### config.mk
export PLATFORM = sky130hd
export DESIGN_NAME = intr_id_enc
export DESIGN_NICKNAME = d
export VERILOG_FILES = /design/src/rtl/intr_id_pkg.sv /design/src/rtl/intr_pend_cell.sv /design/src/rtl/intr_clr_dec.sv /design/src/rtl/intr_lowest_enc.sv /design/src/rtl/intr_id_enc.sv
export SDC_FILE = /design/constraint.sdc
export NUM_CORES = 1
export LEC_CHECK = 0
export BUFFER_PORTS_ARGS = -buffer_cell sky130_fd_sc_hd__buf_2
export CAP_MARGIN = 10
export CORE_MARGIN = 4
export CORE_UTILIZATION = 40
export DETAILED_ROUTE_END_ITERATION = 16
export PLACE_DENSITY = 0.68
export REMOVE_ABC_BUFFERS = 1
export SLEW_MARGIN = 20
export SYNTH_ARGS = -nofsm -noshare
export SYNTH_HDL_FRONTEND = slang
export SYNTH_SLANG_ARGS = --single-unit
### constraint.sdc
create_clock -name clk -period 2.41 [get_ports clk]
set_input_delay 0.3615 -clock clk [delete_from_list [all_inputs] [get_ports clk]]
set_output_delay 0.3615 -clock clk [all_outputs]
set_load 0.01 [all_outputs]
### src/rtl/intr_id_pkg.sv
package intr_id_pkg;
   // Layout of the host clear byte
   localparam int unsigned CLR_BYTE_W  = 8;
   localparam int unsigned CLR_ALL_BIT = 7;   // set: clear every flag
   localparam int unsigned CLR_FIELD_W = 3;   // low bits: code to clear

   // Code width needed for n sources plus the "none" code
   function automatic int unsigned code_width(input int unsigned n);
      return (n + 1 <= 2) ? 1 : $clog2(n + 1);
   endfunction
endpackage

### src/rtl/intr_pend_cell.sv
module intr_pend_cell (
   input  logic clk,
   input  logic rst_n,
   input  logic req_i,
   input  logic en_i,
   input  logic clr_i,
   output logic pend_o,
   output logic rise_o
);
   logic req_q;

   always_ff @(posedge clk or negedge rst_n) begin
      if (!rst_n) req_q <= 1'b0;
      else        req_q <= req_i;
   end

   assign rise_o = en_i & req_i & ~req_q;

   // A fresh request outranks a clear on the same edge
   always_ff @(posedge clk or negedge rst_n) begin
      if (!rst_n)      pend_o <= 1'b0;
      else if (rise_o) pend_o <= 1'b1;
      else if (clr_i)  pend_o <= 1'b0;
   end

   a_r7_req_wins: assert property (@(posedge clk) disable iff (!rst_n)
      rise_o |=> pend_o);
   a_r2_flag_holds: assert property (@(posedge clk) disable iff (!rst_n)
      (!rise_o && !clr_i) |=> $stable(pend_o));
   a_r9_masked: assert property (@(posedge clk) disable iff (!rst_n)
      (!en_i && !pend_o) |=> !pend_o);
endmodule

### src/rtl/intr_clr_dec.sv
module intr_clr_dec
   import intr_id_pkg::*;
#(
   parameter int unsigned NUM_SRC = 6
) (
   input  logic                  clr_vld_i,
   input  logic [CLR_BYTE_W-1:0] clr_byte_i,
   output logic [NUM_SRC-1:0]    clr_mask_o
);
   logic                   master;
   logic [CLR_FIELD_W-1:0] field;
   logic                   unused_gap;

   assign master     = clr_byte_i[CLR_ALL_BIT];
   assign field      = clr_byte_i[CLR_FIELD_W-1:0];
   assign unused_gap = ^clr_byte_i[CLR_ALL_BIT-1:CLR_FIELD_W];

   initial begin : p_param_chk
      if (NUM_SRC < 1 || NUM_SRC >= (1 << CLR_FIELD_W))
         $error("intr_clr_dec: NUM_SRC must fit the clear field");
   end

   for (genvar i = 0; i < NUM_SRC; i++) begin : g_mask
      assign clr_mask_o[i] = clr_vld_i &
                             (master | (field == CLR_FIELD_W'(i + 1)));
   end

   always_comb begin
      a_r6_single_clear: assert (!(clr_vld_i && !master) || $onehot0(clr_mask_o));
   end
endmodule

### src/rtl/intr_lowest_enc.sv
module intr_lowest_enc #(
   parameter int unsigned NUM_SRC     = 6,
   parameter int unsigned ID_W        = 3,
   parameter bit          ENC_ISOLATE = 1'b0
) (
   input  logic [NUM_SRC-1:0] pend_i,
   output logic [ID_W-1:0]    id_o
);
   initial begin : p_param_chk
      if ((NUM_SRC + 1) > (1 << ID_W))
         $error("intr_lowest_enc: ID_W too narrow for NUM_SRC");
   end

   if (ENC_ISOLATE) begin : g_isolate
      // Keep only the lowest set bit, then OR-encode it
      logic [NUM_SRC-1:0] iso;
      always_comb begin
         iso  = pend_i & (~pend_i + NUM_SRC'(1));
         id_o = '0;
         for (int i = 0; i < NUM_SRC; i++)
            if (iso[i]) id_o = id_o | ID_W'(i + 1);
      end
   end else begin : g_scan
      // Scan from the top so the lowest pending index is assigned last
      always_comb begin
         id_o = '0;
         for (int i = NUM_SRC - 1; i >= 0; i--)
            if (pend_i[i]) id_o = ID_W'(i + 1);
      end
   end
endmodule

### src/rtl/intr_id_enc.sv
module intr_id_enc
   import intr_id_pkg::*;
#(
   parameter int unsigned NUM_SRC     = 6,
   parameter bit          ENC_ISOLATE = 1'b0,
   localparam int unsigned ID_W       = code_width(NUM_SRC)
) (
   input  logic                  clk,
   input  logic                  rst_n,
   input  logic [NUM_SRC-1:0]    req_i,
   input  logic                  en_wr_i,
   input  logic [NUM_SRC-1:0]    en_val_i,
   input  logic                  clr_vld_i,
   input  logic [CLR_BYTE_W-1:0] clr_byte_i,
   output logic [ID_W-1:0]       irq_id_o
);
   logic [NUM_SRC-1:0] en_q;
   logic [NUM_SRC-1:0] clr_mask;
   logic [NUM_SRC-1:0] pend_vec;
   logic [NUM_SRC-1:0] rise_vec;
   logic [ID_W-1:0]    next_id;
   logic [ID_W-1:0]    id_q;

   initial begin : p_param_chk
      if (CLR_ALL_BIT >= CLR_BYTE_W || CLR_FIELD_W > CLR_ALL_BIT)
         $error("intr_id_enc: clear byte layout is inconsistent");
   end

   always_ff @(posedge clk or negedge rst_n) begin
      if (!rst_n)       en_q <= '0;
      else if (en_wr_i) en_q <= en_val_i;
   end

   intr_clr_dec #(.NUM_SRC(NUM_SRC)) u_clr (
      .clr_vld_i  (clr_vld_i),
      .clr_byte_i (clr_byte_i),
      .clr_mask_o (clr_mask)
   );

   for (genvar i = 0; i < NUM_SRC; i++) begin : g_src
      intr_pend_cell u_cell (
         .clk    (clk),
         .rst_n  (rst_n),
         .req_i  (req_i[i]),
         .en_i   (en_q[i]),
         .clr_i  (clr_mask[i]),
         .pend_o (pend_vec[i]),
         .rise_o (rise_vec[i])
      );
   end

   intr_lowest_enc #(
      .NUM_SRC     (NUM_SRC),
      .ID_W        (ID_W),
      .ENC_ISOLATE (ENC_ISOLATE)
   ) u_enc (
      .pend_i (pend_vec),
      .id_o   (next_id)
   );

   always_ff @(posedge clk or negedge rst_n) begin
      if (!rst_n) id_q <= '0;
      else        id_q <= next_id;
   end

   assign irq_id_o = id_q;

   // Checker aids: bit named by the output code, and that bit plus all below
   logic [NUM_SRC-1:0] sel_bit;
   logic [NUM_SRC-1:0] mask_le;
   always_comb begin
      sel_bit = (irq_id_o == '0 || irq_id_o > ID_W'(NUM_SRC)) ? '0 :
                (NUM_SRC'(1) << (irq_id_o - ID_W'(1)));
      mask_le = (sel_bit == '0) ? '1 : (sel_bit | (sel_bit - NUM_SRC'(1)));
   end

   a_r1_id_range: assert property (@(posedge clk) disable iff (!rst_n)
      irq_id_o <= ID_W'(NUM_SRC));
   a_r4_lowest_shown: assert property (@(posedge clk) disable iff (!rst_n)
      1'b1 |=> (($past(pend_vec) & mask_le) == sel_bit));
   a_r8_id_tracks: assert property (@(posedge clk) disable iff (!rst_n)
      1'b1 |=> ((irq_id_o == '0) == ($past(pend_vec) == '0)));
   a_r5_master_all: assert property (@(posedge clk) disable iff (!rst_n)
      (clr_vld_i && clr_byte_i[CLR_ALL_BIT] && rise_vec == '0) |=> pend_vec == '0);
   a_r6_null_clear: assert property (@(posedge clk) disable iff (!rst_n)
      (clr_vld_i && !clr_byte_i[CLR_ALL_BIT] &&
       (clr_byte_i[CLR_FIELD_W-1:0] == '0 || clr_byte_i[CLR_FIELD_W-1:0] == '1))
      |=> ((pend_vec & $past(pend_vec)) == $past(pend_vec)));
   a_r3_en_reset: assert property (@(posedge clk) disable iff (!rst_n)
      $rose(rst_n) |-> (en_q == '0 && pend_vec == '0));
endmodule

# After elaboration in Yosys (flattened, before gate mapping)
# Index checks and enable logic that the tools add are counted.
[op_classes] n_eq_ne=6 n_mux=18 bitwise=30 reduce_logical=6
[ops] op="$and A1 B1 Y1" count=18
[ops] op="$mux W3" count=6
[ops] op="$mux W1" count=12
[ops] op="$reduce_bool A2 Y1" count=6
[ops] op="$eq A3 B3 Y1 const B" count=3
[ops] op="$eq A3 B2 Y1 const B" count=2
[ops] op="$not A1 Y1" count=6
[ops] op="$or A1 B1 Y1" count=6
[ops] op="$eq A3 B1 Y1 const B" count=1
[totals] ff_bits=21 in_bits=24 wordCells=74

# Longest topological paths before layout
# Gate-level depths: netlist of the first run.
[depth] ltp_word=6 ltp_mapped=3 ltp_nobuf=3

# Hierarchy
# From an unflattened synthesis of the first run, not the netlist that was laid out.
[hier_totals] cells_unflattened=73 hier_area_um2=922.1
[by_module_without_submodules] module="intr_pend_cell" n_inst=6 cells_each=6 area_each_um2=78.8 seq_area_each_um2=50.0
[by_module_without_submodules] module="intr_id_enc" n_inst=1 cells_each=16 area_each_um2=326.6 seq_area_each_um2=225.2
[by_module_without_submodules] module="intr_clr_dec" n_inst=1 cells_each=13 area_each_um2=73.8 seq_area_each_um2=0.0
[by_module_without_submodules] module="intr_lowest_enc" n_inst=1 cells_each=8 area_each_um2=48.8 seq_area_each_um2=0.0

# Least setup slack after synthesis of the first run
# No wires, ideal clock.
[synth_path] kind="input -> register" start="input port en_wr_i" end="register en_q[0]" setup_time_ps=125 t_arrival_ps=768 required_ps=2285 setup_slack_ps=1517 cell_stages=2 path_buffers=1 cell_sequence="buf_6 mux2_2"
[synth_lines] element="start, declared" line="intr_id_enc.sv:11" source="input logic en_wr_i,"
[synth_lines] element="end signal, assigned" line="intr_id_enc.sv:31" source="else if (en_wr_i) en_q <= en_val_i;"
[synth_lines] element="end, declared" line="intr_id_enc.sv:17" source="logic [NUM_SRC-1:0] en_q;"
# No word-level cell between the ends.

# Worst setup path in the final report of the first run
[layout_path] start="register id_q[0] (netlist: irq_id_o[0])" end="output port irq_id_o[0]"
[layout_lines] element="start, declared" line="intr_id_enc.sv:22" source="logic [ID_W-1:0] id_q;"
[layout_lines] element="start signal, assigned" line="intr_id_enc.sv:63" source="else id_q <= next_id;"
[layout_lines] element="end, declared" line="intr_id_enc.sv:15" source="output logic [ID_W-1:0] irq_id_o"
# No word-level cell between the ends.

==> results of run 1 <==
through the flow:
| stage | total power [µW] | area (µm²) |
|---|---|---|
| after detailed placement | 530 | 951 |
| after floorplan | 475 | 807 |
| final | 692 | 991 |
| after global routing | 734 | 991 |
| after CTS | 701 | 991 |
| after global placement | 522 | 951 |
cell families (layout without fill, tap and decap cells):
family                 count (synthesis)  in the layout  share of synthesized area [%]
AO/OA/AOI/OAI                          9              9                           8.87
buffers and inverters                  2             28                           1.83
flip-flops                            21             21                           64.2
multiplexers                           6              6                           8.26
AND/OR/NAND/NOR                       23             23                           16.8
per-layer routing:
| layer | up-vias | part of all wire (%) | GRT usage, % |
|---|---|---|---|
| met5 | - | 0 | 0 |
| met4 | 0 | 0 | 3.83 |
| met3 | 0 | 6.2 | 5.92 |
| met2 | 17 | 53 | 21.6 |
| met1 | 278 | 40 | 12.7 |
| li1 | 276 | - | - |
layout make-up:
cell class / instances / share of cell area, %
multi-input cells: 38 / 28.0
inverters: 1 / 0.379
clock buffers: 3 / 2.27
repair buffers: 23 / 12.1
clock inverters: 1 / 0.758
well taps: 27 / 3.41
flip-flops and latches: 21 / 53.0
worst max-delay path by stage:
stage	start	endpoint	slack, ns	cells past startpoint
CTS	irq_id_o[0]	irq_id_o[0]	1.23	1
global placement	clr_byte_i[0]	g_src[3].u_cell.pend_o	1.43	3
detailed placement	clr_byte_i[0]	g_src[1].u_cell.pend_o	1.40	3
finish	irq_id_o[0]	irq_id_o[0]	1.24	1
floorplan	clr_byte_i[1]	g_src[0].u_cell.pend_o	1.59	2
global route	irq_id_o[1]	irq_id_o[1]	1.19	1
report_power, final:
group / switching (µW) / total, µW / leakage [µW] / internal (µW)
combinational: 50.9 / 103 / 0.000197 / 52.5
clock: 107 / 170 / 0.0000139 / 63.2
sequential: 25.0 / 418 / 0.000252 / 393
flip-flops by register name (all words and copies together) (netlist names):
register	flops
g_src.u_cell.pend_o	6
irq_id_o	3
g_src.u_cell.req_q	6
en_q	6
cell usage in the layout, fill, tap and decap left out, types with 2 or more instances in the layout:
cell and instances:
o22ai_2 3, nand4b_1 3, and4bb_1 3, clkbuf_4 3, o21ai_0 3, mux2_2 5, dfrtp_1 21, buf_2 22
nand2_1 9, nor2_1 2, nand3_1 3
==> impl_metrics.json, run 1 <==
{
  "whs_ns": 0.166,
  "rows": 16,
  "crit_required_ns": 2.05,
  "synth-edff-count": 0,
  "routed_wirelength_mm": 1.44,
  "drtIter0Drc": 8,
  "layout-drive-gt1-share_pct": 40.2,
  "synth_most_common_cell": "dfrtp_1",
  "num_vias": 571,
  "setup_tns_ns": 0,
  "cts_hold_buf": 1,
  "max_freq_mhz": 856,
  "register_area_um2": 526,
  "p_leak_uw": 0.000463,
  "dr.pass1.iters": 4,
  "syn_to_final_growth_pct": 21.1,
  "crit_fanout": 1,
  "fp.dieW_um": 53.2,
  "root_buffer": "clkbuf_4",
  "rrSetupSlack_ns": 1.53,
  "clk-insertion-delay-late_ns": 0.30,
  "synthCells": 61,
  "min-delay-start": "req_i[4]",
  "startpoint_type": "register",
  "p_per_area_nw_per_um2": 698,
  "antenna_cells": 0,
  "instances_no_fill": 114,
  "clock_path_buffers": 2,
  "cts.sinks": 21,
  "viasPerCell": 5.01,
  "final_util_pct": 50.5,
  "async_flop_share_pct": 100,
  "dpl.hpwl_mm": 1.15,
  "portBuffers": 22,
  "path_buf_inv": 1,
  "ys_dominant_reg_cell": "dfrtp_1",
  "synth_top_area_share_pct": 64.2,
  "hold_class": "input port to register",
  "reg2reg_to": "irq_id_o[1]",
  "synth_cell_types": 18,
  "fin_skew_ns": 0.00815,
  "cts-htree-levels": 1,
  "rsz0062_at_grt": "false",
  "postCtsSetupBuffers": 0,
  "ir_worst_vdd_mv": 0.463,
  "reg2reg_from": "g_src[3].u_cell.pend_o",
  "synthTopCellsByArea": "dfrtp_1 (64%), mux2_2 (6.9%), and4bb_1 (4.6%)",
  "placedCellCount": 109,
  "antenna_found_initial": 0,
  "cts_buffers": 3,
  "cts-resized-gates": 0,
  "drc": 0,
  "reg2regPathDepth": 3,
  "setup_viol": 0,
  "min_to": "g_src[4].u_cell.req_q",
  "ys_ff_latch": 21,
  "maxCapViolCount": 0,
  "slew-limit-headroom_pct": 70.6,
  "antenna_left": 0,
  "run_status": "completed",
  "slowest_stage": "dfrtp_1",
  "ys_seq_area_share_pct": 64.2,
  "slew_violations": 0,
  "hold_path_depth": 1,
  "yosysTopAreaCell": "dfrtp_1",
  "path_clk_slew_ns": 0.12,
  "crit_path_max_incr_delay_ns": 0.38,
  "setup.worst_path.class": "register to primary output",
  "ys_warn_count": 0,
  "die_h_um": 53.2,
  "grt_pass1_vias": 590,
  "fin_ws_ns": 1.24,
  "multiInputGateArea_um2": 278,
  "gp_congestion": 0.728,
  "ios": 27,
  "finalNetCount": 112,
  "floorplan.initialDensity_pct": 41.7,
  "place_ws_ns": 1.40,
  "die_area_um2": 2830,
  "wl_per_cell_um": 12.7,
  "grt_pass1_wl_mm": 2.40,
  "layout_min_cycle_time_ns": 1.17,
  "groute.usage.overall_pct": 12.3,
  "cts_tree": "done",
  "end_kind": "primary output",
  "cp_cell_sequence": "buf_2",
  "synth_area_um2": 818,
  "grt_max_degree": 22,
  "core_area_um2": 1960,
  "crit_family": "flip-flops",
  "avgSynthCellArea_um2": 13.4,
  "synthTopCellsByCount": "dfrtp_1 (21), nand2_1 (9), mux2_2 (5)",
  "worst_slew_pin_slew_ns": 0.441,
  "fillers": 206,
  "post-route-period-util_pct": 48.5,
  "hold_viol": 0,
  "grt-ovfl-total": 0,
  "worstPathArrival_ns": 0.81
}
Note: power is estimated with default switching activity, not from simulation.
==> run 2, diff against run 1 <==
--- a/config.mk
+++ b/config.mk
@@ -5,12 +5,13 @@
 export SDC_FILE = /design/constraint.sdc
 export NUM_CORES = 1
 export LEC_CHECK = 0
+export ABC_AREA = 1
 export BUFFER_PORTS_ARGS = -buffer_cell sky130_fd_sc_hd__buf_2
 export CAP_MARGIN = 10
 export CORE_MARGIN = 4
 export CORE_UTILIZATION = 40
 export DETAILED_ROUTE_END_ITERATION = 16
-export PLACE_DENSITY = 0.68
+export PLACE_DENSITY = 0.7
 export REMOVE_ABC_BUFFERS = 1
 export SLEW_MARGIN = 20
 export SYNTH_ARGS = -nofsm -noshare
==> constraint.sdc (replaced) <==
create_clock -name clk -period 1.06 [get_ports clk]
set_input_delay 0.159 -clock clk [delete_from_list [all_inputs] [get_ports clk]]
set_output_delay 0.159 -clock clk [all_outputs]
set_load 0.01 [all_outputs]
==> impl_metrics.json, run 2 <==
{
  "run_status": "completed",
  "synth_top_area_share_pct": 61.3,
  "cts.sinks": 21,
  "rsz0062_at_grt": "false",
  "maxCapViolCount": 0,
  "crit_path_max_incr_delay_ns": 0.37,
  "fillers": 180,
  "grt-ovfl-total": 0,
  "ys_warn_count": 0,
  "rows": 16,
  "ir_worst_vdd_mv": 0.978,
  "yosysTopAreaCell": "dfrtp_1",
  "fp.dieW_um": 54.3,
  "groute.usage.overall_pct": 11.5,
  "slew-limit-headroom_pct": 70.7,
  "core_area_um2": 2000,
  "setup.worst_path.class": "register to primary output",
  "drc": 0,
  "dpl.hpwl_mm": 1.07,
  "layout_min_cycle_time_ns": 0.956,
  "grt_max_degree": 22,
  "final_common_cell": "nand2_1",
  "finalNetCount": 137,
  "antenna_cells": 0,
  "die_area_um2": 2950,
  "cts_buffers": 3,
  "viasPerCell": 4.40,
  "synth_area_um2": 857,
  "synth_most_common_cell": "nand2_1",
  "synthCells": 80,
  "worst_slew_pin_slew_ns": 0.440,
  "post-route-period-util_pct": 90.2,
  "slew_violations": 0,
  "reg2reg_from": "g_src[4].u_cell.pend_o",
  "syn_to_final_growth_pct": 26.9,
  "crit_start": "irq_id_o[2]",
  "num_vias": 612,
  "top_regs": "en_q: 6 flops, g_src.u_cell.pend_o: 6 flops, g_src.u_cell.req_q: 6 flops",
  "synthTopCellsByCount": "nand2_1 (27), dfrtp_1 (21), mux2_4 (6), nand3b_1 (6)",
  "layout-drive-gt1-share_pct": 29.5,
  "path_buf_inv": 1,
  "ios": 27,
  "reg2regPathDepth": 3,
  "slowest_stage": "dfrtp_1",
  "floorplan.initialDensity_pct": 42.8,
  "synth_cell_types": 12,
  "power_uw": 1590,
  "register_area_um2": 526,
  "multiInputGateArea_um2": 297,
  "synth-edff-count": 0,
  "crit_required_ns": 0.90,
  "grt_pass1_wl_mm": 2.36,
  "crit_family": "flip-flops",
  "async_flop_share_pct": 100,
  "most-common-layout-cells": "nand2_1 (27), buf_2 (22), dfrtp_1 (21), dlygate4sd3_1 (7)",
  "grt_pass1_vias": 576,
  "hold_viol": 0,
  "cp_cell_sequence": "buf_2",
  "wl_per_cell_um": 10.2,
  "synthTopCellsByArea": "dfrtp_1 (61%), nand2_1 (12%), mux2_4 (11%)",
  "die_h_um": 54.3,
  "hold_class": "input port to register",
  "rrSetupSlack_ns": 0.28,
  "clock_path_buffers": 2,
  "setup_viol": 0,
  "reg2reg_to": "irq_id_o[1]",
  "antenna_found_initial": 0,
  "fin_ws_ns": 0.104,
  "drtIter0Drc": 7,
  "antenna_left": 0,
  "dr.pass1.iters": 4,
  "ys_seq_area_share_pct": 61.3,
  "portBuffers": 22,
  "p_leak_uw": 0.000574,
  "root_buffer": "clkbuf_4",
  "worstPathArrival_ns": 0.80,
  "path_depth": 1,
  "endpoint": "irq_id_o[2]",
  "end_kind": "primary output",
  "postCtsSetupBuffers": 0,
  "max_freq_mhz": 1050,
  "routed_wirelength_mm": 1.42,
  "crit_fanout": 1,
  "gp_congestion": 0.791,
  "cts-htree-levels": 1,
  "p_per_area_nw_per_um2": 1460,
  "ys_ff_latch": 21,
  "fin_skew_ns": 0.00458,
  "clk-insertion-delay-late_ns": 0.30,
  "cts_tree": "done",
  "place_ws_ns": 0.238,
  "path_clk_slew_ns": 0.12,
  "ys_dominant_reg_cell": "dfrtp_1",
  "setup_tns_ns": 0,
  "startpoint_type": "register",
  "avgSynthCellArea_um2": 10.7
}
run 2: cell count changes after synthesis, sizes merged, moves of 2 or more:
cell / change
nand2: +17
nand4b: -3
nand3: +2
and4bb: -3
nand3b: +6
o22ai: -3
o21ai: -2
inv: +4
nor2: +2
run 2: how the worst min path moves through the flow:
| stage | slack [ns] | from | end | cells after the start |
|---|---|---|---|---|
| floorplan | -0.14 | rst_n | en_q[0] | 0 |
| global placement | 0.12 | rst_n | irq_id_o[1] | 1 |
| detailed placement | 0.13 | rst_n | irq_id_o[2] | 1 |
| CTS | 0.08 | en_val_i[3] | en_q[3] | 2 |
| global route | 0.06 | en_val_i[4] | en_q[4] | 2 |
| finish | 0.08 | en_val_i[3] | en_q[3] | 2 |
run 2: logic make-up (layout without fill, tap and decap cells):
kind of cell,after synthesis,in the layout,share of synthesized area [%]
muxes,6,6,10.5
AOI/OAI and AO/OA,3,3,1.75
DFF,21,21,61.3
buffers and inverters,7,39,4.09
and+or+nand+nor,43,43,22.3
run 2: what timing repair did:
item,in CTS,in global routing
hold endpoints to repair,27,0
hold buffers,7,0
resized for setup,0,0
run 2: where the power goes:
group / switching [µW] / internal (µW) / leakage, µW / total [µW]
logic: 127 / 141 / 0.000305 / 268
registers: 45.9 / 894 / 0.000252 / 940
clock network: 238 / 140 / 0.0000177 / 379
run 2: routing by layer:
metal | up-vias | GRT usage [%] | routed length, µm
met4 | 0 | 6.22 | 7
li1 | 320 | - | -
met3 | 2 | 3.27 | 80
met1 | 273 | 14.6 | 680
met2 | 17 | 17.7 | 647
met5 | - | 0 | 0
run 2: final cells by class:
type / instances / share of cell area [%]
clock buffer: 3 / 2.07
clock inverter: 1 / 0.460
inverter: 6 / 2.19
multi-input combinational: 52 / 27.3
sequential: 21 / 48.3
tap: 27 / 3.11
timing repair buffer: 29 / 16.6
run 2: stage by stage:
stage                     hold WS (ns)  utilization, %  cells  instance area, µm²
after floorplan                 -0.137               -     79                 846
after global placement           0.120            49.4    128                 990
after detailed placement         0.128            49.4    128                 990
after CTS                       0.0764            54.3    139                1090
after global routing            0.0623            54.3    139                1090
final                           0.0793            54.3    139                1090
